`src/rtl/lmp_pkg.sv`:
```
package lmp_pkg;

    typedef enum logic [1:0] {
        SZ_BYTE = 2'd0,
        SZ_HALF = 2'd1,
        SZ_WORD = 2'd2,
        SZ_ROW  = 2'd3
    } lmp_size_e;

    // number of bytes for a size code
    function automatic int size_bytes(input logic [1:0] sz);
        return 1 << sz;
    endfunction

endpackage

```
`src/rtl/lmp_lane_align.sv`:
```
// Lane placement: which bytes of the row an access covers and whether it is aligned.
module lmp_lane_align #(
    parameter int ROW_BYTES = 8,
    localparam int OFS_W    = $clog2(ROW_BYTES),
    localparam int ROW_W    = ROW_BYTES * 8
) (
    input  logic [OFS_W-1:0] ofs,
    input  logic [1:0]       size,
    output logic             misalign,
    output logic [ROW_W-1:0] lane_mask
);
    import lmp_pkg::*;

    logic [ROW_BYTES-1:0] byte_en;

    always_comb begin
        int nb;
        int o;
        nb       = size_bytes(size);
        o        = int'(ofs);
        misalign = (o & (nb - 1)) != 0;
        for (int b = 0; b < ROW_BYTES; b++) begin
            byte_en[b] = (b >= o) && (b < o + nb);
        end
    end

    for (genvar g = 0; g < ROW_BYTES; g++) begin : g_mask
        assign lane_mask[g*8 +: 8] = {8{byte_en[g]}};
    end

endmodule

```
`src/rtl/lmp_byte_swap.sv`:
```
// Truncates data to the access width and optionally reverses its byte order.
module lmp_byte_swap #(
    parameter int ROW_BYTES = 8,
    localparam int NSZ      = $clog2(ROW_BYTES) + 1,
    localparam int ROW_W    = ROW_BYTES * 8
) (
    input  logic [ROW_W-1:0] din,
    input  logic [1:0]       size,
    input  logic             en,
    output logic [ROW_W-1:0] dout
);
    logic [ROW_W-1:0] rev [NSZ];
    logic [ROW_W-1:0] cut [NSZ];

    for (genvar s = 0; s < NSZ; s++) begin : g_size
        localparam int NB = 1 << s;
        for (genvar i = 0; i < ROW_BYTES; i++) begin : g_byte
            if (i < NB) begin : g_in
                assign rev[s][i*8 +: 8] = din[(NB-1-i)*8 +: 8];
                assign cut[s][i*8 +: 8] = din[i*8 +: 8];
            end else begin : g_out
                assign rev[s][i*8 +: 8] = 8'h00;
                assign cut[s][i*8 +: 8] = 8'h00;
            end
        end
    end

    assign dout = en ? rev[size] : cut[size];

endmodule

```
`src/rtl/lane_mem_port.sv`:
```
module lane_mem_port #(
    parameter int ADDR_W    = 8,
    parameter int ROW_BYTES = 8,
    localparam int OFS_W    = $clog2(ROW_BYTES),
    localparam int ROW_W    = ROW_BYTES * 8,
    localparam int IDX_W    = ADDR_W - OFS_W,
    localparam int ROWS     = 1 << IDX_W
) (
    input  logic              clk,
    input  logic              rst_n,
    input  logic              req_valid,
    output logic              req_ready,
    input  logic [ADDR_W-1:0] req_addr,
    input  logic [1:0]        req_size,
    input  logic              req_write,
    input  logic              req_swap,
    input  logic [ROW_W-1:0]  req_wdata,
    output logic              rsp_valid,
    output logic [ROW_W-1:0]  rsp_rdata,
    output logic              rsp_err
);
    typedef struct packed {
        logic             vld;
        logic             err;
        logic [ROW_W-1:0] data;
    } rsp_t;

    rsp_t             rsp_d, rsp_q;
    logic [ROW_W-1:0] mem_d [ROWS];
    logic [ROW_W-1:0] mem_q [ROWS];

    logic [IDX_W-1:0] row_idx;
    logic [OFS_W-1:0] byte_ofs;
    logic [OFS_W+2:0] bit_sh;
    logic             misalign;
    logic [ROW_W-1:0] lane_mask;
    logic [ROW_W-1:0] cur_row;
    logic [ROW_W-1:0] lane_raw;
    logic [ROW_W-1:0] load_val;
    logic [ROW_W-1:0] store_val;

    assign row_idx  = req_addr[ADDR_W-1:OFS_W];
    assign byte_ofs = req_addr[OFS_W-1:0];
    assign bit_sh   = {byte_ofs, 3'b000};
    assign cur_row  = mem_q[row_idx];
    assign lane_raw = (cur_row & lane_mask) >> bit_sh;

    lmp_lane_align #(.ROW_BYTES(ROW_BYTES)) u_align (
        .ofs      (byte_ofs),
        .size     (req_size),
        .misalign (misalign),
        .lane_mask(lane_mask)
    );

    // load path: extract, then reverse
    lmp_byte_swap #(.ROW_BYTES(ROW_BYTES)) u_swap_ld (
        .din (lane_raw),
        .size(req_size),
        .en  (req_swap),
        .dout(load_val)
    );

    // store path: reverse, then merge
    lmp_byte_swap #(.ROW_BYTES(ROW_BYTES)) u_swap_st (
        .din (req_wdata),
        .size(req_size),
        .en  (req_swap),
        .dout(store_val)
    );

    always_comb begin
        rsp_d = '0;
        for (int r = 0; r < ROWS; r++) begin
            mem_d[r] = mem_q[r];
        end
        if (req_valid) begin
            rsp_d.vld = 1'b1;
            if (misalign) begin
                rsp_d.err = 1'b1;
            end else if (req_write) begin
                mem_d[row_idx] = (cur_row & ~lane_mask) | (store_val << bit_sh);
            end else begin
                rsp_d.data = load_val;
            end
        end
    end

    always_ff @(posedge clk) begin
        if (!rst_n) begin
            rsp_q <= '0;
            for (int r = 0; r < ROWS; r++) begin
                mem_q[r] <= '0;
            end
        end else begin
            rsp_q <= rsp_d;
            for (int r = 0; r < ROWS; r++) begin
                mem_q[r] <= mem_d[r];
            end
        end
    end

    assign req_ready = 1'b1;
    assign rsp_valid = rsp_q.vld;
    assign rsp_err   = rsp_q.err;
    assign rsp_rdata = rsp_q.data;

endmodule

```
`config.mk`:
```
export PLATFORM = sky130hd
export DESIGN_NAME = lane_mem_port
export DESIGN_NICKNAME = d
export VERILOG_FILES = /design/src/rtl/lmp_pkg.sv /design/src/rtl/lmp_lane_align.sv /design/src/rtl/lmp_byte_swap.sv /design/src/rtl/lane_mem_port.sv
export SDC_FILE = /design/constraint.sdc
export NUM_CORES = 2
export LEC_CHECK = 0
export BUFFER_PORTS_ARGS = -buffer_cell sky130_fd_sc_hd__clkbuf_2
export CAP_MARGIN = 25
export CELL_PAD_IN_SITES_DETAIL_PLACEMENT = 1
export CELL_PAD_IN_SITES_GLOBAL_PLACEMENT = 2
export CORE_ASPECT_RATIO = 0.8
export CORE_MARGIN = 3
export CORE_UTILIZATION = 30
export CTS_CLUSTER_SIZE = 25
export DETAILED_ROUTE_END_ITERATION = 8
export PLACE_DENSITY = 0.7
export SLEW_MARGIN = 25
export SYNTH_ARGS = -nofsm -noshare
export SYNTH_HDL_FRONTEND = slang
export SYNTH_SLANG_ARGS = --single-unit
export TNS_END_PERCENT = 20
```
`constraint.sdc`:
```
create_clock -name clk -period 7.12 [get_ports clk]
set_input_delay 0.712 -clock clk [delete_from_list [all_inputs] [get_ports clk]]
set_output_delay 0.712 -clock clk [all_outputs]
set_load 0.05 [all_outputs]
```
# Word-level counts from Yosys, hierarchy flattened
# Memory sizes are Yosys's and may differ from the RTL's.
# Index checks and enable logic that the tools add are counted.
# Widths: inputs -> output; s select.
# word_totals
out_inout_bits,67
word_cells,137
ram_bits,2048
ff_bits,66
in_bits,79
n_memories,1
# mem_list
name,words,width,rd,rd_ports_with_merged_regs,wr,line_no,source
mem_q,32,64,33,0,32,lane_mem_port.sv:30,logic [ROW_W-1:0] mem_q [ROWS];
# op_classes
n_lt_le_gt_ge,18
add_sub_neg,2
mux,58
n_shift,3
reduce_logical,11
bitwise,41
# ops
cell,count
$mux 2048,3
$mux 64,45
$bwmux 2048,1
$bmux 64 s2,4
$demux 64 s5,1
$and 64x64->64,2
$lt 4x32->1 const A,4
$mux 66,1
$lt 3x32->1 const A,2
$not 64->64,1
$or 64x64->64,1
$shl 64x6->64,1
$shr 64x6->64,1
$add 4x32->32,1
$and 4x32->32,1
$lt 1x32->1 const A,1
$lt 2x32->1 const A,1
$or 1x1->1,32
$reduce_bool 32->1,1
$shl 1x2->32 const A,1
$sub 32x2->32 const B,1
$ge 3x3->1 const A,3
$logic_and 1x1->1,8
$ge 1x3->1 const A,2
10 further kinds,14

# Depth between registers and ports, before layout
# logic_depth
word_depth,13
mapped_depth,17
depth_no_buf,12

# Cells and area by module
# A second synthesis with hierarchy kept.
# unflattened
cells_unflattened,9576
area_unflattened_um2,97876.4
# modules_own_cells
mod,n_inst,area_each_um2,seq_area_each_um2,cells_each
lane_mem_port,1,93850.0,42320.6,9036
lmp_byte_swap,2,1647.8,0.0,222
lmp_lane_align,1,730.7,0.0,96

# Worst setup path after synthesis
# Ideal clock, no wire load.
# synth_path
path_kind,in2reg
startpoint,in req_size[0]
endpoint,"reg rsp_q, in the netlist rsp_rdata[11]"
setup_slack_ns,2.768
setup_time_ns,0.132
required_time_ns,6.988
t_arrival_ns,4.220
path_buffers,4
stages,15
cell_sequence,buf_2 -> buf_2 -> buf_1 -> nor2_1 -> ha_1 -> fa_1 -> nor2_1 -> o21ba_2 -> buf_2 -> o311ai_2 -> nor3_1 -> nor4_4 -> o221ai_2 -> a2111oi_0 -> nor3_1
# synth_via
elab_chain_len,10
word_cells_on_any_way,31
classes_between,add/sub (2); order compare (8); shift (2); mux (7); bitwise (3); reduce/logical (9)
# synth_rtl
item,line_no,source
"start, declared",lane_mem_port.sv:14,"input logic [1:0] req_size,"
$shl 1x2->32,lmp_pkg.sv:12,return 1 << sz;
$add 4x32->32,lmp_lane_align.sv:23,byte_en[b] = (b >= o) && (b < o + nb);
$lt 1x32->1 (tied with other cells),lmp_lane_align.sv:23,
$logic_and 1x1->1,lmp_lane_align.sv:23,
$and 64x64->64,lane_mem_port.sv:46,assign lane_raw = (cur_row & lane_mask) >> bit_sh;
$shr 64x6->64,lane_mem_port.sv:46,
$bmux 64 s2,lmp_byte_swap.sv:28,assign dout = en ? rev[size] : cut[size];
$mux 64 (not written as such) (2 in a row),lmp_byte_swap.sv:28,
$mux 64,lmp_byte_swap.sv:28,
"end signal, assigned",lane_mem_port.sv:95,rsp_q <= rsp_d;
"end, declared",lane_mem_port.sv:28,"rsp_t rsp_d, rsp_q;"
# Parallel ways exist; a longest one is shown, timed or not. The select of a mux whose other input is x is not followed.
# A chain may end at the register's enable or synchronous reset.

==> flow_summary.yaml <==
run_status:
  status: "finished, final reports clean"
cells_and_area:
  core_util_final: 0.3460
  instances_no_fill: 13896
  fillerInstances: 34275
  finish.net_count: 9766
  drive_gt1_frac: 0.1060
  multiInputGateArea_um2: 45830
  area_growth_syn_to_layout_pct: 14.16
  seq_area_um2: 42320
timing:
  final_hold_viol_count: 0
  report.final.setup_viol: 0
  rsz0062_at_grt: "false"
  maxSlewViolCount: 0
  setup_total_negative_slack_ps: 0
  final_period_minus_worst_setup_slack_ps: 4946
  worst_slew_margin_rel: 0.1662
  worstMarginPinSlew_ps: 1251
  period_share: 0.6947
  finClkSkew_ps: 69.85
  timing.fmax_mhz: 202.2
  fin_ws_ps: 2174
global_route:
  grt_antenna_before_repair: 17
  track_usage: 0.2548
  grt_start_max_net_pins: 226
  first_global_vias: 80755
  first_pass_grt_wire_length_um: 598100
  grt-ovfl-total: 0
floorplanning:
  core_area_um2: 305500
  vertical_die_dimension_um: 502.9
  start_util: 0.3031
  die_w_um: 627.2
  dieArea_um2: 315400
  number_of_top_level_pins: 146
  floorplan.rows: 181
cts:
  post_cts_resize_count: 0
  cts_root_buffer: "sky130_fd_sc_hd__clkbuf_16"
  cts-htree-levels: 4
  clock_tree.buffer_depth: 4
  cts_setup_buffers: 0
  worstSkewPairLatency_ps: 920
  tritoncts_num_sinks: 2114
  cts_hold_repair.buffers: 0
  cts.clk_slew.worst_paths_ps: 70
  tritoncts: "built"
  cts-buffers-inserted: 227
synth:
  synth_area_per_cell_um2: 9.121
  postSynth.asyncResetShare: 0
  synthesis.area_um2: 92600
  synthDistinctLibCells: 86
  synth_seq_cells: 2114
  synth_sequential_area_ratio: 0.4570
  synth.net_count: 10236
  netlist_instances: 10152
  synth-warning-count: 0
  synth_enable_flop_cells: 0
  postSynth.topFlopCell: "sky130_fd_sc_hd__dfxtp_1"
place:
  port_buffers: 144
  dp_hpwl_um: 261100
  numPlacedInstances: 13476
  gp_congestion: 0.9378
  placement.setup.worst_slack_ps: 1420
worst_setup_path:
  cp_data_arrival_time_ps: 5700
  crit_fanout: 20
  setup.worst_path.end_class: "flip-flop"
  required_ps: 7870
  critical_path.startpoint_type: "primary input"
  setup.worst_path.class: "primary input to flip-flop"
  r2r_slack_ps: 3320
pwr:
  pwr_density_cell_nw_per_um2: 259.8
  p_leak_uw: 0.03413
  peakVddDrop_v: 0.0002069
detailed_routing:
  avgRoutedWirePerCell_um: 29.87
  initialDrtViolationCount: 7966
  dr_total_vias: 81591
  dr_pass1_iterations: 5
  wirelength_routed_um: 415100
  drc: 0
  via_per_inst: 5.872
  postRouteAntennaNets: 0
min_path:
  timing.hold.worst.class: "primary input to flip-flop"
run:
  max-cap-violations: 0
==> worst max-delay path, cell delays in order <==
cell	delay, ps
sky130_fd_sc_hd__clkbuf_2	320
sky130_fd_sc_hd__nor2_1	460
sky130_fd_sc_hd__clkinv_1	450
sky130_fd_sc_hd__ha_1	340
sky130_fd_sc_hd__a21oi_1	450
sky130_fd_sc_hd__nand3_1	460
sky130_fd_sc_hd__or3_1	770
sky130_fd_sc_hd__nor2_4	850
sky130_fd_sc_hd__buf_4	440
sky130_fd_sc_hd__nor2_1	70
sky130_fd_sc_hd__a211oi_1	320
==> registers in the layout, indices dropped and copies added, names as in the netlist <==
signal     flops
mem_q       2048
rsp_err        1
rsp_rdata     64
rsp_valid      1
==> power by group <==
| group | leakage, uW | internal [uW] | switching, uW |
|---|---|---|---|
| Combinational | 0.0133 | 704 | 2430 |
| Sequential | 0.0170 | 11900 | 24.6 |
| Clock | 0.00380 | 7240 | 5190 |
==> layout make-up <==
type,count,area share
clock buffer,343,0.06462
clock inverter,67,0.007942
tap,4026,0.04765
sequential,2114,0.4003
inverter,13,0.0005326
antenna,7,0.0001657
timing repair buffer,493,0.04518
multi-input combinational,6833,0.4336
==> final timing paths <==
| check | end | start | cells past startpoint |
|---|---|---|---|
| setup reg to reg | rsp_rdata[14] | mem_q[7][62] | 8 |
| setup / recovery | mem_q[28][53] | req_size[0] | 11 |
| hold / removal | rsp_valid | req_valid | 3 |
| hold reg to reg | mem_q[9][62] | mem_q[9][62] | 2 |
==> kinds of logic after synthesis <==
group / count (synthesis) / synth area share
multiplexers: 1124 / 0.1237
AND/OR/NAND/NOR: 2697 / 0.1196
adder cells (fa/ha/maj): 5 / 0.0007567
other: 1 / 0.00004050
AO/OA/AOI/OAI: 3005 / 0.2410
flip-flops: 2114 / 0.4570
XOR/XNOR: 1 / 0.00009460
buffers and inverters: 1205 / 0.05783
==> Yosys cell counts (all sizes together), types with 9 or more instances <==
cell       n  area, um^2
nand2    116       435.4
mux2      13       146.4
nor4      31       282.8
a21oi     95       475.5
nand3     23       115.1
o221ai    11       115.1
nor2    2281        8569
o22ai     84       531.8
mux2i   1096       10970
mux4      15       337.8
o21ai     66       330.3
inv       12       45.04
nor3      69       345.3
dfxtp   2114       42320
a22oi    520        3909
a31oi      9       56.30
a221oi    46       440.4
o31ai     10       85.08
clkbuf   684        2567
buf      508        2739
a211oi  2091       15700
nand4    113       713.2
==> routing by layer <==
layer  up-vias  wire length (um)  global-route usage
met3       580             29100             0.04222
li1      36478                 -                   -
met1     41855            201200              0.3786
met5         -                32                   0
met2      2672            173900              0.3781
met4         6             10890             0.06453
==> cell usage in the layout (no fill, tap or decap), types with 63 or more instances in the layout <==
master                         n
sky130_fd_sc_hd__nand4_1     112
sky130_fd_sc_hd__nand2_1     116
sky130_fd_sc_hd__a22oi_1     498
sky130_fd_sc_hd__buf_4       238
sky130_fd_sc_hd__mux2i_1    1096
sky130_fd_sc_hd__clkbuf_8     63
sky130_fd_sc_hd__nor3_1       67
sky130_fd_sc_hd__clkbuf_2    142
sky130_fd_sc_hd__buf_12      107
sky130_fd_sc_hd__clkbuf_16   231
sky130_fd_sc_hd__dfxtp_1    2114
sky130_fd_sc_hd__o22ai_1      82
sky130_fd_sc_hd__a211oi_1   2089
sky130_fd_sc_hd__a21oi_1      83
sky130_fd_sc_hd__nor2_1     2238
==> through the flow <==
| step | total power (uW) | area, um^2 | hold WS (ps) |
|---|---|---|---|
| floorplan | 13840 | 92600 | 475.0 |
| global placement | 15150 | 97840 | 483.5 |
| detailed placement | 15190 | 97940 | 490.9 |
| CTS | 27570 | 105600 | 96.28 |
| global route | 28270 | 105700 | 160.8 |
| finish | 27460 | 105700 | 171.0 |
(Power assumes the default switching activity.)
